==> src/rtl/cwa_pkg.sv <==
`timescale 1ns/1ps
package cwa_pkg;

   typedef enum logic [1:0] {
      MATCH_A    = 2'd0,
      MATCH_B    = 2'd1,
      MATCH_EITHER = 2'd2,
      MATCH_SEQ  = 2'd3
   } match_mode_e;

endpackage

==> src/rtl/cwa_history.sv <==
`timescale 1ns/1ps
module cwa_history #(
   parameter int WORD_W = 20,
   parameter int SW     = 39
) (
   input  logic              clk,
   input  logic              rst_n,
   input  logic [WORD_W-1:0] in_data,
   output logic [SW-1:0]     stream
);
   localparam int NEW_W = SW - WORD_W;

   logic [WORD_W-1:0] prev_q;

   always_ff @(posedge clk or negedge rst_n) begin
      if (!rst_n) prev_q <= '0;
      else        prev_q <= in_data;
   end

   // older word in the low bits, so index order equals arrival order
   assign stream = {in_data[NEW_W-1:0], prev_q};

endmodule

==> src/rtl/cwa_matcher.sv <==
`timescale 1ns/1ps
module cwa_matcher #(
   parameter int CHAR_W = 10,
   parameter int WORD_W = 20,
   parameter int SW     = 39,
   parameter int OFF_W  = 4
) (
   input  logic [SW-1:0]        stream,
   input  cwa_pkg::match_mode_e mode,
   input  logic [CHAR_W-1:0]    pat_a,
   input  logic [CHAR_W-1:0]    pat_b,
   output logic                 hit,
   output logic [OFF_W-1:0]     hit_off
);
   localparam int NPOS = WORD_W;

   logic [NPOS-1:0] hit_vec;

   for (genvar p = 0; p < NPOS; p++) begin : g_pos
      logic is_a, is_b, is_seq, sel;
      assign is_a   = (stream[p +: CHAR_W] == pat_a);
      assign is_b   = (stream[p +: CHAR_W] == pat_b);
      assign is_seq = is_a && (stream[p+CHAR_W +: CHAR_W] == pat_b);
      always_comb begin
         unique case (mode)
            cwa_pkg::MATCH_A:      sel = is_a;
            cwa_pkg::MATCH_B:      sel = is_b;
            cwa_pkg::MATCH_EITHER: sel = is_a | is_b;
            default:               sel = is_seq;
         endcase
      end
      assign hit_vec[p] = sel;
   end

   // earliest bit position wins
   always_comb begin
      hit     = |hit_vec;
      hit_off = '0;
      for (int i = NPOS-1; i >= 0; i--) begin
         if (hit_vec[i]) hit_off = OFF_W'(i % CHAR_W);
      end
   end

endmodule

==> src/rtl/cwa_shifter.sv <==
`timescale 1ns/1ps
module cwa_shifter #(
   parameter int CHAR_W = 10,
   parameter int WORD_W = 20,
   parameter int OFF_W  = 4
) (
   input  logic [WORD_W+CHAR_W-2:0] stream,
   input  logic [OFF_W-1:0]         off,
   output logic [WORD_W-1:0]        word
);
   logic [WORD_W-1:0] cand [CHAR_W];

   for (genvar o = 0; o < CHAR_W; o++) begin : g_cand
      assign cand[o] = stream[o +: WORD_W];
   end

   always_comb begin
      word = cand[0];
      for (int o = 1; o < CHAR_W; o++) begin
         if (off == OFF_W'(o)) word = cand[o];
      end
   end

endmodule

==> src/rtl/comma_word_aligner.sv <==
`timescale 1ns/1ps
module comma_word_aligner #(
   parameter int CHAR_W = 10,
   parameter int NCHAR  = 2,
   localparam int WORD_W = CHAR_W * NCHAR,
   localparam int OFF_W  = $clog2(CHAR_W)
) (
   input  logic              clk,
   input  logic              rst_n,
   input  logic [WORD_W-1:0] in_data,
   input  logic              det_en,
   input  logic [1:0]        match_mode,
   input  logic [CHAR_W-1:0] pat_a,
   input  logic [CHAR_W-1:0] pat_b,
   output logic [WORD_W-1:0] out_word,
   output logic              comma_det,
   output logic              realign
);
   localparam int SW  = WORD_W + 2*CHAR_W - 1;
   localparam int SHW = WORD_W + CHAR_W - 1;

   if (CHAR_W < 2) begin : g_bad_char
      $error("comma_word_aligner: CHAR_W must be at least 2");
   end
   if (NCHAR < 2) begin : g_bad_nchar
      $error("comma_word_aligner: NCHAR must be at least 2");
   end

   logic [SW-1:0]     stream;
   logic              hit;
   logic [OFF_W-1:0]  hit_off;
   logic [OFF_W-1:0]  off_q;
   logic [OFF_W-1:0]  next_off;
   logic              take;
   logic [WORD_W-1:0] shifted;

   cwa_history #(.WORD_W(WORD_W), .SW(SW)) u_hist (
      .clk     (clk),
      .rst_n   (rst_n),
      .in_data (in_data),
      .stream  (stream)
   );

   cwa_matcher #(.CHAR_W(CHAR_W), .WORD_W(WORD_W), .SW(SW), .OFF_W(OFF_W)) u_match (
      .stream  (stream),
      .mode    (cwa_pkg::match_mode_e'(match_mode)),
      .pat_a   (pat_a),
      .pat_b   (pat_b),
      .hit     (hit),
      .hit_off (hit_off)
   );

   assign take     = det_en && hit;
   assign next_off = take ? hit_off : off_q;

   cwa_shifter #(.CHAR_W(CHAR_W), .WORD_W(WORD_W), .OFF_W(OFF_W)) u_shift (
      .stream (stream[SHW-1:0]),
      .off    (next_off),
      .word   (shifted)
   );

   always_ff @(posedge clk or negedge rst_n) begin
      if (!rst_n) begin
         off_q     <= '0;
         out_word  <= '0;
         comma_det <= 1'b0;
         realign   <= 1'b0;
      end else begin
         off_q     <= next_off;
         out_word  <= shifted;
         comma_det <= take;
         realign   <= take && (hit_off != off_q);
      end
   end

endmodule

==> config.mk <==
export PLATFORM = sky130hd
export DESIGN_NAME = comma_word_aligner
export DESIGN_NICKNAME = d
export VERILOG_FILES = /design/src/rtl/cwa_pkg.sv /design/src/rtl/cwa_history.sv /design/src/rtl/cwa_matcher.sv /design/src/rtl/cwa_shifter.sv /design/src/rtl/comma_word_aligner.sv
export SDC_FILE = /design/constraint.sdc
export NUM_CORES = 1
export LEC_CHECK = 0
export ABC_AREA = 1
export BUFFER_PORTS_ARGS = -buffer_cell sky130_fd_sc_hd__buf_2
export CAP_MARGIN = 30
export CORE_ASPECT_RATIO = 0.8
export CORE_MARGIN = 1
export CORE_UTILIZATION = 55
export CTS_CLUSTER_DIAMETER = 150
export DETAILED_ROUTE_END_ITERATION = 6
export PLACE_DENSITY = 0.73
export SYNTH_ARGS = -nofsm -noshare
export SYNTH_HDL_FRONTEND = slang
export SYNTH_SLANG_ARGS = --single-unit
==> constraint.sdc <==
create_clock -name clk -period 9.6 [get_ports clk]
set_input_delay 0.48 -clock clk [delete_from_list [all_inputs] [get_ports clk]]
set_output_delay 0.48 -clock clk [all_outputs]
set_load 0.005 [all_outputs]
==> Word-level counts from Yosys, hierarchy flattened <==
Cells that the tools add are included.
{ "totals": {"regBits": 46, "wordCells": 161} }
{ "op_classes": {"n_reduce_logical": 24, "bitwise": 20, "muxes": 50, "eq_ne": 62} }
{ "op_table": {"columns": ["op", "count"], "rows": [
  ["$eq 10x10->1", 50],
  ["$mux 20", 9],
  ["$mux 4", 21],
  ["$pmux 1 s3", 20],
  ["$logic_and 1x1->1", 22],
  ["$or 1x1->1", 20],
  ["$reduce_or 20->1", 1],
  ["$eq 4x3->1 const B", 4],
  ["$eq 4x2->1 const B", 2],
  ["$eq 4x4->1 const B", 2],
  ["$eq 4x1->1 const B", 1],
  ["$ne 4x4->1", 1],
  ["$eq 2x1->1 const B", 1],
  ["$eq 2x2->1 const B", 1],
  ["$logic_not 2->1", 1]
]} }

==> Longest topological paths before layout <==
Gate-level depths: netlist of run 1.
{ "logic_depth": {"ltp_word": 34, "ltp_mapped": 44, "depth_no_buf": 43} }

==> By module <==
From an unflattened synthesis of run 1, not the netlist that was laid out.
{ "hier_totals": {"hier_cells": 1930, "area_unflattened_um2": 10792.9} }
{ "by_module_without_submodules": {"columns": ["module", "cells_each", "n_inst", "seq_area_each_um2", "area_per_inst_um2"], "rows": [
  ["cwa_matcher", 1345, 1, 0.0, 7238.2],
  ["cwa_shifter", 487, 1, 0.0, 2128.3],
  ["comma_word_aligner", 59, 1, 650.6, 783.3],
  ["cwa_history", 39, 1, 500.5, 643.1]
]} }

==> Worst setup path before layout of run 1 <==
Ideal clock, no wire load.
{ "synth_timing": {"path_kind": "input port to flip-flop", "start": "input in_data[1]", "end": "register out_word[18]", "t_arrival_ns": 3.196, "path_buffers": 5, "setup_slack_ns": 6.288, "cell_stages": 28, "path_cell_list": "buf_2 > buf_6 > buf_4 > o22ai_1 > nor4_1 > nand3_1 > nand2_1 > a22oi_1 > nand2_1 > nor2_1 > a21oi_1 > o21ai_0 > nand2_1 > o21a_1 > buf_6 > inv_6 > nand3_4 > buf_2 > o21ai_1 > inv_1 > nand2_1 > nand2_1 > nand3_1 > nand3_1 > nand2_1 > nand2_1 > nand2_1 > nand2_1"} }
{ "synth_lines": {"columns": ["item", "line", "source"], "rows": [
  ["start: declaration", "comma_word_aligner.sv:10", "input logic [WORD_W-1:0] in_data,"],
  ["$eq 10x10->1, on equally long branches", "cwa_matcher.sv:21, cwa_matcher.sv:22, cwa_matcher.sv:23", null],
  ["$or 1x1->1 or $logic_and 1x1->1 (tied branches)", "cwa_matcher.sv:28, cwa_matcher.sv:23", null],
  ["$pmux 1 s3", "cwa_matcher.sv:25", "unique case (mode)"],
  ["$mux 4 (19 in a row)", "cwa_matcher.sv:40", "if (hit_vec[i]) hit_off = OFF_W'(i % CHAR_W);"],
  ["$mux 4 *", "comma_word_aligner.sv:54", "assign next_off = take ? hit_off : off_q;"],
  ["named net next_off[1]", "comma_word_aligner.sv:33", "logic [OFF_W-1:0] next_off;"],
  ["$eq 4x1->1", "cwa_shifter.sv:20", "if (off == OFF_W'(o)) word = cand[o];"],
  ["$mux 20 (8 in a row)", "cwa_shifter.sv:20", null],
  ["$mux 20 *", "cwa_shifter.sv:20", null],
  ["named net shifted[18]", "comma_word_aligner.sv:35", "logic [WORD_W-1:0] shifted;"],
  ["end signal: assignment", "comma_word_aligner.sv:70", "out_word <= shifted;"],
  ["end: declaration", "comma_word_aligner.sv:15", "output logic [WORD_W-1:0] out_word,"]
]} }
Mark *: on every way through the listed nets, which the timed path passes. The rest lies on a longest branch.

==> Worst setup path in the final report of run 1 <==
{ "layout_timing": {"start": "register u_hist.prev_q[13]", "end": "register out_word[12]"} }
{ "layout_via": {"elab_chain_len": 28} }
{ "layout_lines": {"columns": ["item", "line", "source"], "rows": [
  ["start: declaration", "cwa_history.sv:13", "logic [WORD_W-1:0] prev_q;"],
  ["start signal: assignment", "cwa_history.sv:17", "else prev_q <= in_data;"],
  ["$eq 10x10->1, on equally long branches", "cwa_matcher.sv:21, cwa_matcher.sv:22, cwa_matcher.sv:23", null],
  ["$or 1x1->1 or $logic_and 1x1->1 (tied branches)", "cwa_matcher.sv:28, cwa_matcher.sv:23", null],
  ["$pmux 1 s3", "cwa_matcher.sv:25", null],
  ["$mux 4 (14 in a row)", "cwa_matcher.sv:40", null],
  ["$mux 4 *", "comma_word_aligner.sv:54", null],
  ["named net next_off[1]", "comma_word_aligner.sv:33", null],
  ["$eq 4x1->1", "cwa_shifter.sv:20", null],
  ["$mux 20 (8 in a row)", "cwa_shifter.sv:20", null],
  ["$mux 20 *", "cwa_shifter.sv:20", null],
  ["named net shifted[12]", "comma_word_aligner.sv:35", null]
]} }
Marked as above.

==> metrics.cfg, run 1 <==
[logic_synthesis]
syn-cell-area_um2=11000
postSynthNetCount=1965
syn_inst=1920
yosys_register_bits=46
syn-mean-instance-area_um2=5.75
yosys.area_share.xor_xnor_pct=18.1
synth.area.mux_share_pct=0
yosysWarnings=0
ys_types=52
yosysTopAreaCellShare_pct=21.9
synth_top_family_by_area=simple AND/OR/NAND/NOR gates
synth_compound_area_share_pct=13.3
synth_simple_gate_area_share_pct=42.1
synthAdderAreaFrac_pct=0
synthTopCellsByArea=nand2_1 22%, xor2_1 14%, dfrtp_1 10%
synth_top_area_cell=nand2_1
ys_seq_area_share_pct=10.4

[cts]
clock-root-buffer=clkbuf_16
cts_tree=yes
cts_sinks=46
clockBufferDepth=2
numCtsBuffers=5
htreeDepth=2
postCtsSetupBuffers=0
clock_latency_ps=310
ctsResizeCount=0
cts-hold-fix-buffers=0
clkTransAtPathRegs_ps=80

[layout]
layout_common_cells=645 x nand2_1, 181 x xor2_1, 135 x nor2_1, 96 x inv_1, 95 x nand3_1
fin_cells=2074
area_growth_pct=-3.00
num_antenna_cells=0
utilization_pct=55.5
nets=1860
drive_above_1_share_pct=8.43
final_common_cell=nand2_1

[power]
peakVddDrop_v=0.0000753
power.leakage_nw=5.03
p_per_area_nw_per_um2=93.6

[worst_hold_path]
hold_class=input pin to flip-flop
min_from=in_data[19]
min_path_cells=1
min_to=u_hist.prev_q[19]

[timing]
min_period_ps=5800
hold_viol_final=0
slew_headroom_pct=32.8
finalSetupViolCount=0
fin_skew_ps=13.0
slew_viol_final=0
max_freq_mhz=172
rsz0062_at_grt=false
tns_ps=0
period_share_pct=60.4
worstMarginPinSlew_ps=998

[floorplan]
rows=45
fp.dieH_um=129
boundaryPins=67
start_util_pct=57.2
die_area_um2=20700
die_w_um=160
core_area_um2=19300

[critical_path]
r2r-end=out_word[12]
worst_ep_required_time_ps=9820
criticalPathCategory=flip-flop to flip-flop
cp_max_fo=21
worstSetupStartpointType=flip-flop
slowest_stage=dfrtp_1
crit_arrival_ps=6020
r2r_slack_ps=3800
worstPathCellList=inv_2 > nand2_1 > nand4_1 > nor4_1 > nand2_1 > a31oi_1 > inv_1 > nand2_1 > nor2_1 > a21oi_1 > o21ai_0 > nand2_1 > o21a_1 > inv_6 > nor2_2 > nand2_1 > inv_1 > a21oi_1 > a21oi_1
rr_startpoint=u_hist.prev_q[13]
crit_family=simple AND/OR/NAND/NOR gates
crit_path_end_kind=flip-flop
crit_top_cell=nand2_1
max_stage_delay_ps=870
crit_buf_inv=4
cp.depth=19
rr_worst_depth=19

[global_route]
grt_usage_pct=46.1
grt_max_degree=47
grt-ovfl-total=0
antenna_found_initial=3
grt_pass1_wl_um=72700
grt_pass1_vias=11700

[route]
via_per_inst=6.61
routed_wirelength_um=48700
first_pass_iters=7
drc=1
routedWlPerCell_um=23.5
drtIter0Drc=2893
vias=13700
postRouteAntennaNets=0

[job]
drv_cap=0

[outcome]
violations=DRC
status=finished with violations

[placement]
dp_hpwl_um=29600
gp_congestion=1.02
port_buffers=66
dp_cells=2065

[where the power goes]
group	internal [mW]	switching, mW
logic	0.170	0.398
registers	0.223	0.0198
clock network	0.0984	0.0936
[layout make-up]
cell class / count / area [µm²]
fillers: 2002 / 8600
multi-input cells: 1546 / 8120
well taps: 258 / 323
clock buffers: 5 / 125
repair buffers: 85 / 470
flip-flops and latches: 46 / 1150
inverters: 131 / 497
clock inverters: 3 / 25.0
[cell usage after synthesis, drive strengths merged]
cell and count:
nand2 653, xor2 181, buf 174, nor2 141, inv 128, nand3 99, a21oi 92, o21ai 74
nand4 67, nor3 47, nor4 47, xnor2 47, dfrtp 46, o22ai 36, clkbuf 23, o211ai 14
o2111ai 7, a2111oi 6, a22oi 5, a31oi 5, a221oi 3, a32oi 3, and2 3, and3 3
clkinv 3, o221ai 3, nor3b 2, a211oi 1, a21boi 1, a31o 1, nand3b 1, nor4b 1
o211a 1, o21a 1, or2 1
[worst reg2reg max path, cell delays in order, from the launching register on]
cell and delay, ps:
dfrtp_1 870, inv_2 460, nand2_1 150, nand4_1 100
nor4_1 870, nand2_1 130, a31oi_1 210, inv_1 70
nand2_1 90, nor2_1 90, a21oi_1 120, o21ai_0 90
nand2_1 120, o21a_1 620, inv_6 110, nor2_2 180
nand2_1 410, inv_1 680, a21oi_1 130, a21oi_1 230
[kinds of logic after synthesis]
group | count (synthesis)
compound gates | 253
xor+xnor | 228
buf+inv | 328
flops | 46
simple gates | 1065
[routing by layer]
layer | GRT usage, % | routed length (µm)
met1 | 64.9 | 18600
met2 | 62.1 | 18200
met3 | 16.6 | 9450
met4 | 19.4 | 2510
met5 | 0 | 13
[registers in the layout, summed over array words and instances, names as in the netlist]
name	count
u_hist.prev_q	20
comma_det	1
out_word	20
realign	1
off_q	4
[per-stage QoR]
| stage | cell area [µm²] | power [mW] | hold slack, ps | setup WS (ps) |
|---|---|---|---|---|
| 2_1_floorplan | 11000 | 0.646 | 184 | 6290 |
| 3_3_place_gp | 10600 | 0.777 | 579 | 3970 |
| 3_5_place_dp | 10600 | 0.780 | 588 | 4010 |
| 4_1_cts | 10700 | 0.973 | 266 | 4000 |
| 5_1_grt | 10700 | 1.05 | 270 | 3620 |
| 6_report | 10700 | 1.00 | 267 | 3800 |
[how the worst max path moves through the flow]
stage / startpoint / endpoint
after global placement: pat_a[6] / out_word[12]
after CTS: u_hist.prev_q[14] / out_word[12]
after detailed placement: in_data[4] / out_word[1]
after floorplan: in_data[1] / out_word[18]
final: u_hist.prev_q[13] / out_word[12]
after global routing: u_hist.prev_q[15] / out_word[13]
(Power assumes the default switching activity.)
==> inputs of run 2 (changes only) <==
PLACE_DENSITY = 0.76   (was 0.73)
clock period = 5 ns   (was 9.6 ns; I/O delays follow)
==> metrics.cfg, run 2 (synthesized netlist as in run 1, its figures left out) <==
[cts]
clock_latency_ps=310  ; about the same
clkTransAtPathRegs_ps=90  ; about the same
htreeDepth=2  ; unchanged
numCtsBuffers=5  ; unchanged
clock-root-buffer=clkbuf_16
clockBufferDepth=2  ; unchanged
cts_tree=yes
cts_sinks=46  ; unchanged

[critical_path]
worstSetupStartpointType=flip-flop
cp_max_fo=24  ; +14%
crit_top_cell=nand2_1
max_stage_delay_ps=620  ; -250 ps
rr_startpoint=u_hist.prev_q[17]
setup.worst_path.start=u_hist.prev_q[17]
crit_path_end_kind=flip-flop
criticalPathCategory=flip-flop to flip-flop
worst_ep_required_time_ps=5220  ; -4600 ps
slowest_stage=inv_1
crit_arrival_ps=4860  ; -1160 ps

[route]
first_pass_iters=7  ; unchanged
top_layer_used=met4
routedWlPerCell_um=22.1  ; -5.8%
drt-met1-wl_um=17600  ; -5.3%
routed_wirelength_um=47000  ; -3.4%
via_per_inst=6.58  ; -0.42%
drc=29  ; +28
wl_met3_um=8840  ; -6.5%
vias=14000  ; +2.1%
dr_wl_met2_um=17800  ; -2.2%
drtIter0Drc=2861  ; -1.1%
postRouteAntennaNets=0  ; unchanged

[power]
peakVddDrop_v=0.000190  ; +150%
power.leakage_nw=5.29  ; +5.2%
p_per_area_nw_per_um2=178  ; +90%
power_mw=1.98  ; +97%

[timing]
worstMarginPinSlew_ps=849  ; -150 ps
hold_viol_final=0  ; unchanged
period_share_pct=92.8  ; +32 points
tns_ps=0  ; unchanged
fin_skew_ps=20.3  ; +7.28 ps
finalSetupViolCount=0  ; unchanged
hold_ws_ps=39.5  ; -227 ps
slew_viol_final=0  ; unchanged
rsz0062_at_grt=false
slew_headroom_pct=43.4  ; +11 points
min_period_ps=4640  ; -1160 ps
max_freq_mhz=215  ; +25%

[placement]
dp_hpwl_um=30600  ; +3.3%
port_buffers=66  ; unchanged
gp_congestion=1.00  ; -1.6%
placed_cell_area_um2=11000  ; +3.9%

[outcome]
violations=DRC
status=finished with violations

[floorplan]
fp.dieH_um=129  ; unchanged
die_area_um2=20700  ; unchanged
start_util_pct=57.2  ; unchanged
rows=45  ; unchanged
die_w_um=160  ; unchanged
boundaryPins=67  ; unchanged
core_area_um2=19300  ; unchanged

[layout]
area_growth_pct=0.872
utilization_pct=57.7  ; +2.2 points
finalInstanceArea_um2=11100  ; +4.0%
nets=1912  ; +2.8%
num_antenna_cells=0  ; unchanged
reg_top3=out_word (20), u_hist.prev_q (20), off_q (4)
drive_above_1_share_pct=11.0  ; +2.6 points
final_common_cell=nand2_1
layout_common_cells=645 x nand2_1, 181 x xor2_1, 135 x nor2_1, 95 x nand3_1, 95 x inv_1

[worst_hold_path]
min_from=in_data[19]
hold_class=input pin to flip-flop

[global_route]
grt-ovfl-total=0  ; unchanged
antenna_found_initial=0  ; -3
grt_pass1_vias=12500  ; +7.1%
grt_usage_pct=44.9  ; -1.2 points
grt_max_degree=47  ; unchanged
grt_pass1_wl_um=72300  ; -0.59%

[job]
drv_cap=0  ; unchanged

-- run 2: cell count changes in the layout (fill, tap and decap cells not counted), sizes merged --
cell	previous run	this run
inv	129	128
bufinv	0	1
buf	84	137
clkbuf	6	5
-- run 2: repair_timing --
| action | CTS | global route |
|---|---|---|
| resized for setup | 0 | 1 |
| hold buffers | 0 | 0 |
| setup buffers | 0 | 0 |
| endpoints found under the setup margin | 0 | 2 |
-- run 2: report_power, final --
part | switching (mW) | internal [mW]
sequential | 0.0321 | 0.429
clock | 0.175 | 0.238
combinational | 0.751 | 0.354
total | 0.958 | 1.02
-- run 2: final timing paths --
path / slack (ps) / endpoint / cells past startpoint
worst max-delay path: 360 / out_word[17] / 26
worst min-delay path: 40 / u_hist.prev_q[19] / 1
worst max register to register: 360 / out_word[17] / 26
worst min register to register: 580 / realign / 2
max in group asynchronous: 4480 / u_hist.prev_q[5] / 2
min in group asynchronous: 50 / u_hist.prev_q[0] / 2
-- run 2: worst max-delay path: cells and delay by family (launching register included) --
kind            cells  cell delay, ps
simple gates       21            2790
buf+inv             3             960
flops               1             380
compound gates      2             410
-- run 2: stage by stage --
step	setup WS (ps)	std cells
after floorplan	1820	1920
after global placement	638	2118
after detailed placement	645	2118
after CTS	632	2126
after global routing	66.3	2126
final	358	2126
-- run 2: area by class of cell --
type                            count  area (µm²)
Clock buffer                        5         125
Clock inverter                      3        43.8
Fill cell                        1975        8170
Inverter                          131         500
Multi-Input combinational cell   1546        8120
Sequential cell                    46        1150
Tap cell                          258         323
Timing Repair Buffer              137         876
-- run 2: per-layer routing --
metal  track usage [%]  vias up
li1                  -     6099
met1              60.4     6179
met2              61.8     1354
met3              17.2      353
met4              22.5        0
met5             0.909        -
